## src/rtl/adc_pkg.sv

```systemverilog
package adc_pkg;
   typedef enum logic {DST_A = 1'b0, DST_B = 1'b1} dst_e;

   typedef struct packed {
      logic legal;
      dst_e dst;
      logic use_y;
      logic post_inc;
   } adc_op_t;
endpackage

```

## src/rtl/adc_op_decode.sv

```systemverilog
module adc_op_decode
   import adc_pkg::*;
#(
   parameter int unsigned OP_W    = 13,
   parameter logic [OP_W-1:0] OP_BASE = 13'h19E0
) (
   input  logic [OP_W-1:0] op_code,
   output adc_op_t         op
);
   localparam int unsigned FIELD_W = 3;
   localparam logic [OP_W-1:FIELD_W] FAMILY = OP_BASE[OP_W-1:FIELD_W];

   if (OP_BASE[FIELD_W-1:0] != '0) begin : g_bad_base
      $error("OP_BASE must be aligned to an eight-opcode group");
   end

   always_comb begin
      op.legal    = (op_code[OP_W-1:FIELD_W] == FAMILY);
      op.dst      = dst_e'(op_code[2]);
      op.use_y    = op_code[1];
      op.post_inc = op_code[0];
   end
endmodule

```

## src/rtl/adc_ea_gen.sv

```systemverilog
module adc_ea_gen #(
   parameter int unsigned ADDR_W = 16,
   parameter int unsigned PAGE_W = 8,
   parameter bit          EXT_EN = 1'b1
) (
   input  logic              use_y,
   input  logic              post_inc,
   input  logic              ext_pend,
   input  logic [PAGE_W-1:0] imm,
   input  logic [ADDR_W-1:0] idx_x,
   input  logic [ADDR_W-1:0] idx_y,
   output logic [ADDR_W-1:0] addr
);
   localparam int unsigned HI_W = ADDR_W - PAGE_W;
   localparam logic [HI_W-1:0] LOW_PAGE  = '0;
   localparam logic [HI_W-1:0] HIGH_PAGE = '1;

   logic [ADDR_W-1:0] plain;
   assign plain = use_y ? idx_y : idx_x;

   if (EXT_EN) begin : g_paged
      logic use_ext;
      assign use_ext = ext_pend & ~post_inc;
      always_comb begin
         if (use_ext) addr = {(use_y ? HIGH_PAGE : LOW_PAGE), imm};
         else         addr = plain;
      end
   end else begin : g_flat
      logic unused_ok;
      assign unused_ok = ext_pend ^ post_inc ^ (^imm);
      assign addr = plain;
   end
endmodule

```

## src/rtl/adc_addc.sv

```systemverilog
module adc_addc #(
   parameter int unsigned W = 4
) (
   input  logic [W-1:0] a,
   input  logic [W-1:0] b,
   input  logic         cin,
   output logic [W-1:0] sum,
   output logic         cout,
   output logic         zero
);
   logic [W:0] cy;
   assign cy[0] = cin;

   for (genvar i = 0; i < W; i++) begin : g_bit
      assign sum[i]  = a[i] ^ b[i] ^ cy[i];
      assign cy[i+1] = (a[i] & b[i]) | (cy[i] & (a[i] ^ b[i]));
   end

   assign cout = cy[W];
   assign zero = (sum == '0);
endmodule

```

## src/rtl/adc_ind_unit.sv

```systemverilog
module adc_ind_unit
   import adc_pkg::*;
#(
   parameter int unsigned DATA_W  = 4,
   parameter int unsigned ADDR_W  = 16,
   parameter int unsigned PAGE_W  = 8,
   parameter int unsigned OP_W    = 13,
   parameter logic [OP_W-1:0] OP_BASE = 13'h19E0,
   parameter bit          EXT_EN  = 1'b1
) (
   input  logic              clk,
   input  logic              rst_n,
   input  logic              op_valid,
   input  logic [OP_W-1:0]   op_code,
   input  logic              pfx_valid,
   input  logic [PAGE_W-1:0] pfx_imm,
   output logic [ADDR_W-1:0] mem_addr,
   input  logic [DATA_W-1:0] mem_rdata,
   output logic [DATA_W-1:0] acc_a,
   output logic [DATA_W-1:0] acc_b,
   output logic [ADDR_W-1:0] idx_x,
   output logic [ADDR_W-1:0] idx_y,
   output logic              flag_e,
   output logic              flag_c,
   output logic              flag_z,
   output logic              done,
   output logic              illegal
);
   localparam logic [ADDR_W-1:0] ONE = ADDR_W'(1);

   if (PAGE_W >= ADDR_W) begin : g_bad_page
      $error("PAGE_W must be narrower than ADDR_W");
   end
   if (OP_W < 4) begin : g_bad_op
      $error("OP_W too small for the opcode fields");
   end
   if (DATA_W < 1) begin : g_bad_data
      $error("DATA_W must be positive");
   end

   adc_op_t           op;
   logic [PAGE_W-1:0] imm_q;
   logic [DATA_W-1:0] src, sum;
   logic              cout, zero, exec;

   adc_op_decode #(.OP_W(OP_W), .OP_BASE(OP_BASE)) u_dec (
      .op_code (op_code),
      .op      (op)
   );

   adc_ea_gen #(.ADDR_W(ADDR_W), .PAGE_W(PAGE_W), .EXT_EN(EXT_EN)) u_ea (
      .use_y    (op.use_y),
      .post_inc (op.post_inc),
      .ext_pend (flag_e),
      .imm      (imm_q),
      .idx_x    (idx_x),
      .idx_y    (idx_y),
      .addr     (mem_addr)
   );

   assign src = (op.dst == DST_B) ? acc_b : acc_a;

   adc_addc #(.W(DATA_W)) u_add (
      .a    (src),
      .b    (mem_rdata),
      .cin  (flag_c),
      .sum  (sum),
      .cout (cout),
      .zero (zero)
   );

   assign exec = op_valid & op.legal;

   always_ff @(posedge clk or negedge rst_n) begin
      if (!rst_n) begin
         acc_a   <= '0;
         acc_b   <= '0;
         idx_x   <= '0;
         idx_y   <= '0;
         imm_q   <= '0;
         flag_e  <= 1'b0;
         flag_c  <= 1'b0;
         flag_z  <= 1'b0;
         done    <= 1'b0;
         illegal <= 1'b0;
      end else begin
         done    <= exec;
         illegal <= op_valid & ~op.legal;
         if (exec) begin
            if (op.dst == DST_B) acc_b <= sum;
            else                 acc_a <= sum;
            flag_c <= cout;
            flag_z <= zero;
            flag_e <= 1'b0;
            if (op.post_inc) begin
               if (op.use_y) idx_y <= idx_y + ONE;
               else          idx_x <= idx_x + ONE;
            end
         end else if (pfx_valid && !op_valid) begin
            flag_e <= 1'b1;
            imm_q  <= pfx_imm;
         end
      end
   end
endmodule

```

## config.mk

```make
export PLATFORM = sky130hd
export DESIGN_NAME = adc_ind_unit
export DESIGN_NICKNAME = d
export VERILOG_FILES = /design/src/rtl/adc_pkg.sv /design/src/rtl/adc_op_decode.sv /design/src/rtl/adc_ea_gen.sv /design/src/rtl/adc_addc.sv /design/src/rtl/adc_ind_unit.sv
export SDC_FILE = /design/constraint.sdc
export NUM_CORES = 1
export LEC_CHECK = 0
export BUFFER_PORTS_ARGS = -buffer_cell sky130_fd_sc_hd__buf_2
export CAP_MARGIN = 25
export CORE_MARGIN = 4
export CORE_UTILIZATION = 45
export DETAILED_ROUTE_END_ITERATION = 8
export GPL_TIMING_DRIVEN = 0
export PLACE_DENSITY_LB_ADDON = 0.15
export RECOVER_POWER = 50
export SYNTH_ARGS = -nofsm -noshare
export SYNTH_HDL_FRONTEND = slang
export SYNTH_HIERARCHICAL = 1
export SYNTH_SLANG_ARGS = --single-unit
```

## constraint.sdc

```tcl
create_clock -name clk -period 3.4 [get_ports clk]
set_input_delay 0.68 -clock clk [delete_from_list [all_inputs] [get_ports clk]]
set_output_delay 0.68 -clock clk [all_outputs]
set_load 0.03 [all_outputs]
```

After elaboration in Yosys (flattened, before gate mapping) --
Index checks and enable logic that the tools add are counted.
Storage, ports and cells: bits in registers 53, input port bits 29
Cells by class: reductions and logical operators 9, add/sub/neg operators 2, bitwise gates (word level) 28, equal/unequal tests 1, multiplexer cells 6
Operators by type and width (number):
- $add 16x1->16 const B | 2
- $mux 16 | 2
- $and 1x1->1 | 11
- $eq 10x10->1 const B | 1
- $mux 8 | 1
- $xor 1x1->1 | 8
- $reduce_and 2->1 | 3
- $reduce_and 3->1 | 2
- $not 1->1 | 5
- $logic_not 4->1 | 1
- $mux 4 | 1
- $or 1x1->1 | 4
- $mux 1 | 2
- $reduce_bool 2->1 | 1
- $logic_and 1x1->1 | 1
- $logic_not 1->1 | 1

Logic depth before layout (Yosys ltp) --
depth after elaboration 10, depth in mapped cells 9, depth with buffers taken out 8

Cells and area by module --
Netlist, hierarchy kept.
Modules (own cells, without submodules):
- adc_ind_unit | area an instance 2224.6 um^2, instances 1, sequential area each 1326.3 um^2, cells an instance 171
- adc_ea_gen | area an instance 346.6 um^2, instances 1, sequential area each 0.0 um^2, cells an instance 56
- adc_addc | area an instance 113.9 um^2, instances 1, sequential area each 0.0 um^2, cells an instance 10
- adc_op_decode | area an instance 52.6 um^2, instances 1, sequential area each 0.0 um^2, cells an instance 6

Least setup slack after synthesis --
No wires, ideal clock.
path kind input to register, from in op_code[2], to reg flag_z, data required time 3.272 ns, slack 0.060 ns, arrival 3.212 ns, cell stages on the path 9, path through buf_4 > mux2_1 > fa_1 > fa_1 > fa_1 > inv_1 > fa_1 > nor4b_2 > mux2_1
Between the ends: word-level cells in the longest chain between the ends 10, elaborated cells between the ends (all ways) 19, those cells by class 1 x mux; 17 x bitwise; 1 x reduce/logical
RTL lines:
- start, declared | line adc_ind_unit.sv:14 | input logic [OP_W-1:0] op_code,
- $mux 4 (*) | line adc_ind_unit.sv:61 | assign src = (op.dst == DST_B) ? acc_b : acc_a;
- named net src[0] | line adc_ind_unit.sv:43 | logic [DATA_W-1:0] src, sum;
- $xor 1x1->1 | line adc_addc.sv:15, adc_addc.sv:16
- $and 1x1->1 | line adc_addc.sv:16 | assign cy[i+1] = (a[i] & b[i]) | (cy[i] & (a[i] ^ b[i]));
- $or 1x1->1 | line adc_addc.sv:16
- $and 1x1->1 | line adc_addc.sv:16
- $or 1x1->1 | line adc_addc.sv:16
- $and 1x1->1 | line adc_addc.sv:16
- $or 1x1->1 | line adc_addc.sv:16
- $xor 1x1->1 | line adc_addc.sv:15 | assign sum[i] = a[i] ^ b[i] ^ cy[i];
- $logic_not 4->1 (*) | line adc_addc.sv:20 | assign zero = (sum == '0);
- named net zero | line adc_ind_unit.sv:44 | logic cout, zero, exec;
- end signal, assigned | line adc_ind_unit.sv:93 | flag_z <= zero;
- end, declared | line adc_ind_unit.sv:25 | output logic flag_z,
The timed path passes the listed nets; every way through them passes the cells marked *. A chain may end at the register's enable or synchronous reset.

Worst setup path in the final report --
Same ends and word-level chain as after synthesis.

==> metrics.md <==
| Metric | Value |
|---|---|
| Outcome | `finished, violations left` |
| Violated checks | `max-capacitance violations, max-slew violations` |
| Number of I/O pins | `90` |
| Num rows | `28` |
| Portion of the clock cycle consumed by the worst path in the final layout | `92.3%` |
| Post-layout total power | `around 1.2 mW` |
| Detailed placer's ending HPWL | `~4700 um` |
| FF+latch count, synth | `53` |
| Buffer cell driving the clock tree root | `clkbuf_8` |
| Post-Synthesis Cell Area | `2740 um^2` |
| Launch instance of the worst min-delay path | `imm_q[5]` |
| Share of the synthesized area in compound gates (AO/OA/AOI/OAI) | `between 4 and 5%` |
| Post-CTS Hold Fix Bufs | `0` |
| Pin count of the biggest net entering global routing | `31` |
| Initial antenna violation count | `0` |
| Avg Vias per Cell | `5.01` |
| Setup repair after global routing missed its margin | `false` |
| Total GRT Usage | `17.1%` |
| Placer Congestion | `0.748` |
| Post-CTS repair timing setup buffer count | `0` |
| Worst flop-to-flop path startpoint | `acc_b[0]` |
| # setup viols final | `0` |
| TritonCTS clock tree | `built` |
| Layout area overhead | `22.3%` |
| Startpoint type of the worst setup path | `primary input` |
| Top cells by area in the synthesized netlist | `dfrtp_1 (48%), mux2_1 (9.0%), xnor2_1 (7.4%), nand2_1 (5.2%), fa_1 (2.9%)` |
| Post-synthesis share of cell area spent on xor and xnor gates | `a little under a tenth` |
| Initial Util | `46.2%` |
| Placeable core region | `a little under 6000 um^2` |
| Layout net count | `372` |
| Vias after detailed routing | `2068` |
| Slew at the pin closest to its max-slew limit | `between 1500 and 2000 ps` |
| ANT cells | `0` |
| Post-Synth Adder-Cell Area | `3.84%` |
| Warnings from Yosys | `6` |
| Crit Path Category | `in -> reg` |
| Clock buffer count from CTS | `5` |
| Post-synth top area share | `48.4%` |
| Number of distinct library cells after synthesis | `36` |
| Routed wire length per instance | `14.8 um` |
| Crit path arrival time | `3330 ps` |
| Share of layout cells above drive strength 1 | `26.0%` |
| Most instantiated library cell after synthesis | `dfrtp_1` |
| First-pass detailed-route iteration total | `4` |
| Placed cell areas | `3280 um^2` |
| DRT iter0 DRCs | `89` |
| Vias in the first global route | `2062` |
| Top flip-flop cell by instance count after synthesis | `dfrtp_1` |
| Later-pin clock latency in the skew report | `300 ps` |
| Overall die area | `7400 um^2` |
| Number of gates resized after CTS | `0` |
| Multiplexer fraction of the synthesized cell area | `12.0%` |
| Worst slew margin relative to its limit | `-7.71%` |
| Highest attainable clock frequency | `about 320 MHz` |
| Wire length reported by the detailed router | `between 6000 and 7000 um` |
| Share of synthesized registers carrying an async set or reset | `100%` |
| Max-slew violation count | `31` |
| Critical Path Sink Type | `register` |
| Mean area per synthesized cell | `11.3 um^2` |
| Clock tree buffer depth | `2` |
| Number of instances in the synthesized netlist | `243` |
| Num Clock Sinks | `53` |
| Post-Synth Simple-Gate Area | `17.1%` |
| Worst-path maximum fanout | `6` |
| Main combinational cell family by area after synthesis | `simple AND/OR/NAND/NOR gates` |
| Worst clock skew on the final layout | `around 4.7 ps` |
| Post-layout min period | `3140 ps` |
| Number of fillers in the final layout | `572` |
| Cell taking the most area after synthesis | `dfrtp_1` |
| Global-route wire length before repair | `10100 um` |
| Power per cell area | `369 nW/um^2` |
| Overall overflow remaining after global route | `0` |
| Final count of hold timing violations | `0` |
| Sequential area share after synthesis | `48.4%` |
| Height of the die | `86.0 um` |
| Worst hold slack across all endpoints | `roughly 500 ps` |
| Max IR drop VDD | `~0.26 mV` |
| Worst setup startpoint | `op_code[2]` |
| Hold/Removal Path Class | `reg -> reg` |
| Post-CTS clock slew at the launch and capture registers of the worst setup and hold paths | `approximately 90 ps` |
| Synthesized Nets | `278` |
| MaxCap Viol Count | `1` |
| Post-route cell area | `3350 um^2` |
| Total number of H-tree levels | `2` |
| Critical path data required time | `3590 ps` |
| Count of flip-flops with a built-in enable after synthesis | `0` |
| Ranking of synthesized cells by instance count | `dfrtp_1 (53), nand2_1 (38), xnor2_1 (23)` |
| Pleak | `1.71 nW` |
| Die boundary width | `86.0 um` |
| Antenna Nets Post-Route | `0` |
| Count of input and output buffers | `86` |
| Remaining design rule violation count | `0` |
## cells by family (layout without fill, tap and decap cells)
| logic type | count (synthesis) | after routing |
|---|---|---|
| and+or+nand+nor | 82 | 82 |
| DFF | 53 | 53 |
| xor gates and xnor gates | 30 | 30 |
| muxes | 30 | 30 |
| AOI/OAI and AO/OA | 25 | 25 |
| buffers and inverters | 17 | 112 |
| adders and majority gates | 6 | 6 |
## flip-flops by register name, indices dropped and copies added, names as in the netlist
signal and count:
flag_e 1, illegal 1, acc_b 4, idx_x 16
acc_a 4, flag_c 1, flag_z 1, idx_y 16
imm_q 8, done 1
## placed cells by master (no fill, tap or decap), types with 2 or more instances in the layout
cell type / Yosys / routed
inv_1: 5 / 6
ha_1: 2 / 2
buf_2: 1 / 65
dfrtp_1: 53 / 53
nor3_2: 2 / 2
fa_1: 4 / 4
nand2_1: 38 / 38
or2_1: 2 / 2
clkbuf_1: 2 / 26
clkbuf_8: 0 / 6
nor2_1: 4 / 4
xnor2_1: 23 / 23
o21ai_0: 12 / 12
mux2_1: 22 / 22
mux2i_1: 8 / 8
buf_4: 4 / 4
nand3_1: 10 / 10
xor2_1: 7 / 7
nand4_1: 7 / 7
buf_6: 3 / 3
and3_1: 5 / 5
nor2b_1: 2 / 2
o21ai_1: 12 / 12
## worst paths after layout
path                             to  slack (ps)  depth (start not counted)
setup reg to reg             flag_z         400                          8
hold / removal             imm_q[5]         490                          1
hold reg to reg            imm_q[5]         490                          1
max in group asynchronous  idx_y[5]         650                          2
setup / recovery             flag_z         260                          9
min in group asynchronous  acc_a[1]         640                          1
## cell type report
cell class	instances	area, um^2	share of cell area, %
tap	75	93.8	2.80
clock buffer	7	86.3	2.58
clock inverter	1	30.0	0.897
buffer	11	96.3	2.88
sequential	53	1330	39.6
inverter	6	22.5	0.673
multi-input combinational	173	1290	38.4
timing repair buffer	87	407	12.1
## through the flow
step           setup slack [ps]  setup TNS [ps]  utilization, %  instances
4_1_cts                     274               0            57.4        413
5_1_grt                    91.1               0            56.6        413
3_3_place_gp              -45.5           -45.5            55.1        404
6_report                    263               0            56.6        413
3_5_place_dp              -64.8           -64.8            55.4        405
2_1_floorplan              60.3               0               -        243
## worst max-delay path, cell delays in order
cell     delay (ps)
buf_4           130
mux2_1          360
fa_1            470
fa_1            390
fa_1            360
inv_1            80
fa_1            420
nor4b_2         170
mux2_1          280
## metal layers
metal  wire [um]  vias up  GRT usage, %
met5           0        -             0
met4          63        0          3.45
met3         387        7          4.13
met2        2880       63          27.2
met1        2760      987          23.9
li1            -     1011             -
## power by group
group | total, mW | internal (mW) | leakage [nW] | switching, mW
Combinational | 0.143 | 0.0528 | 0.936 | 0.0900
Clock | 0.440 | 0.240 | 0.0585 | 0.200
Sequential | 0.653 | 0.645 | 0.715 | 0.00776
Note: power is estimated with default switching activity, not from simulation.
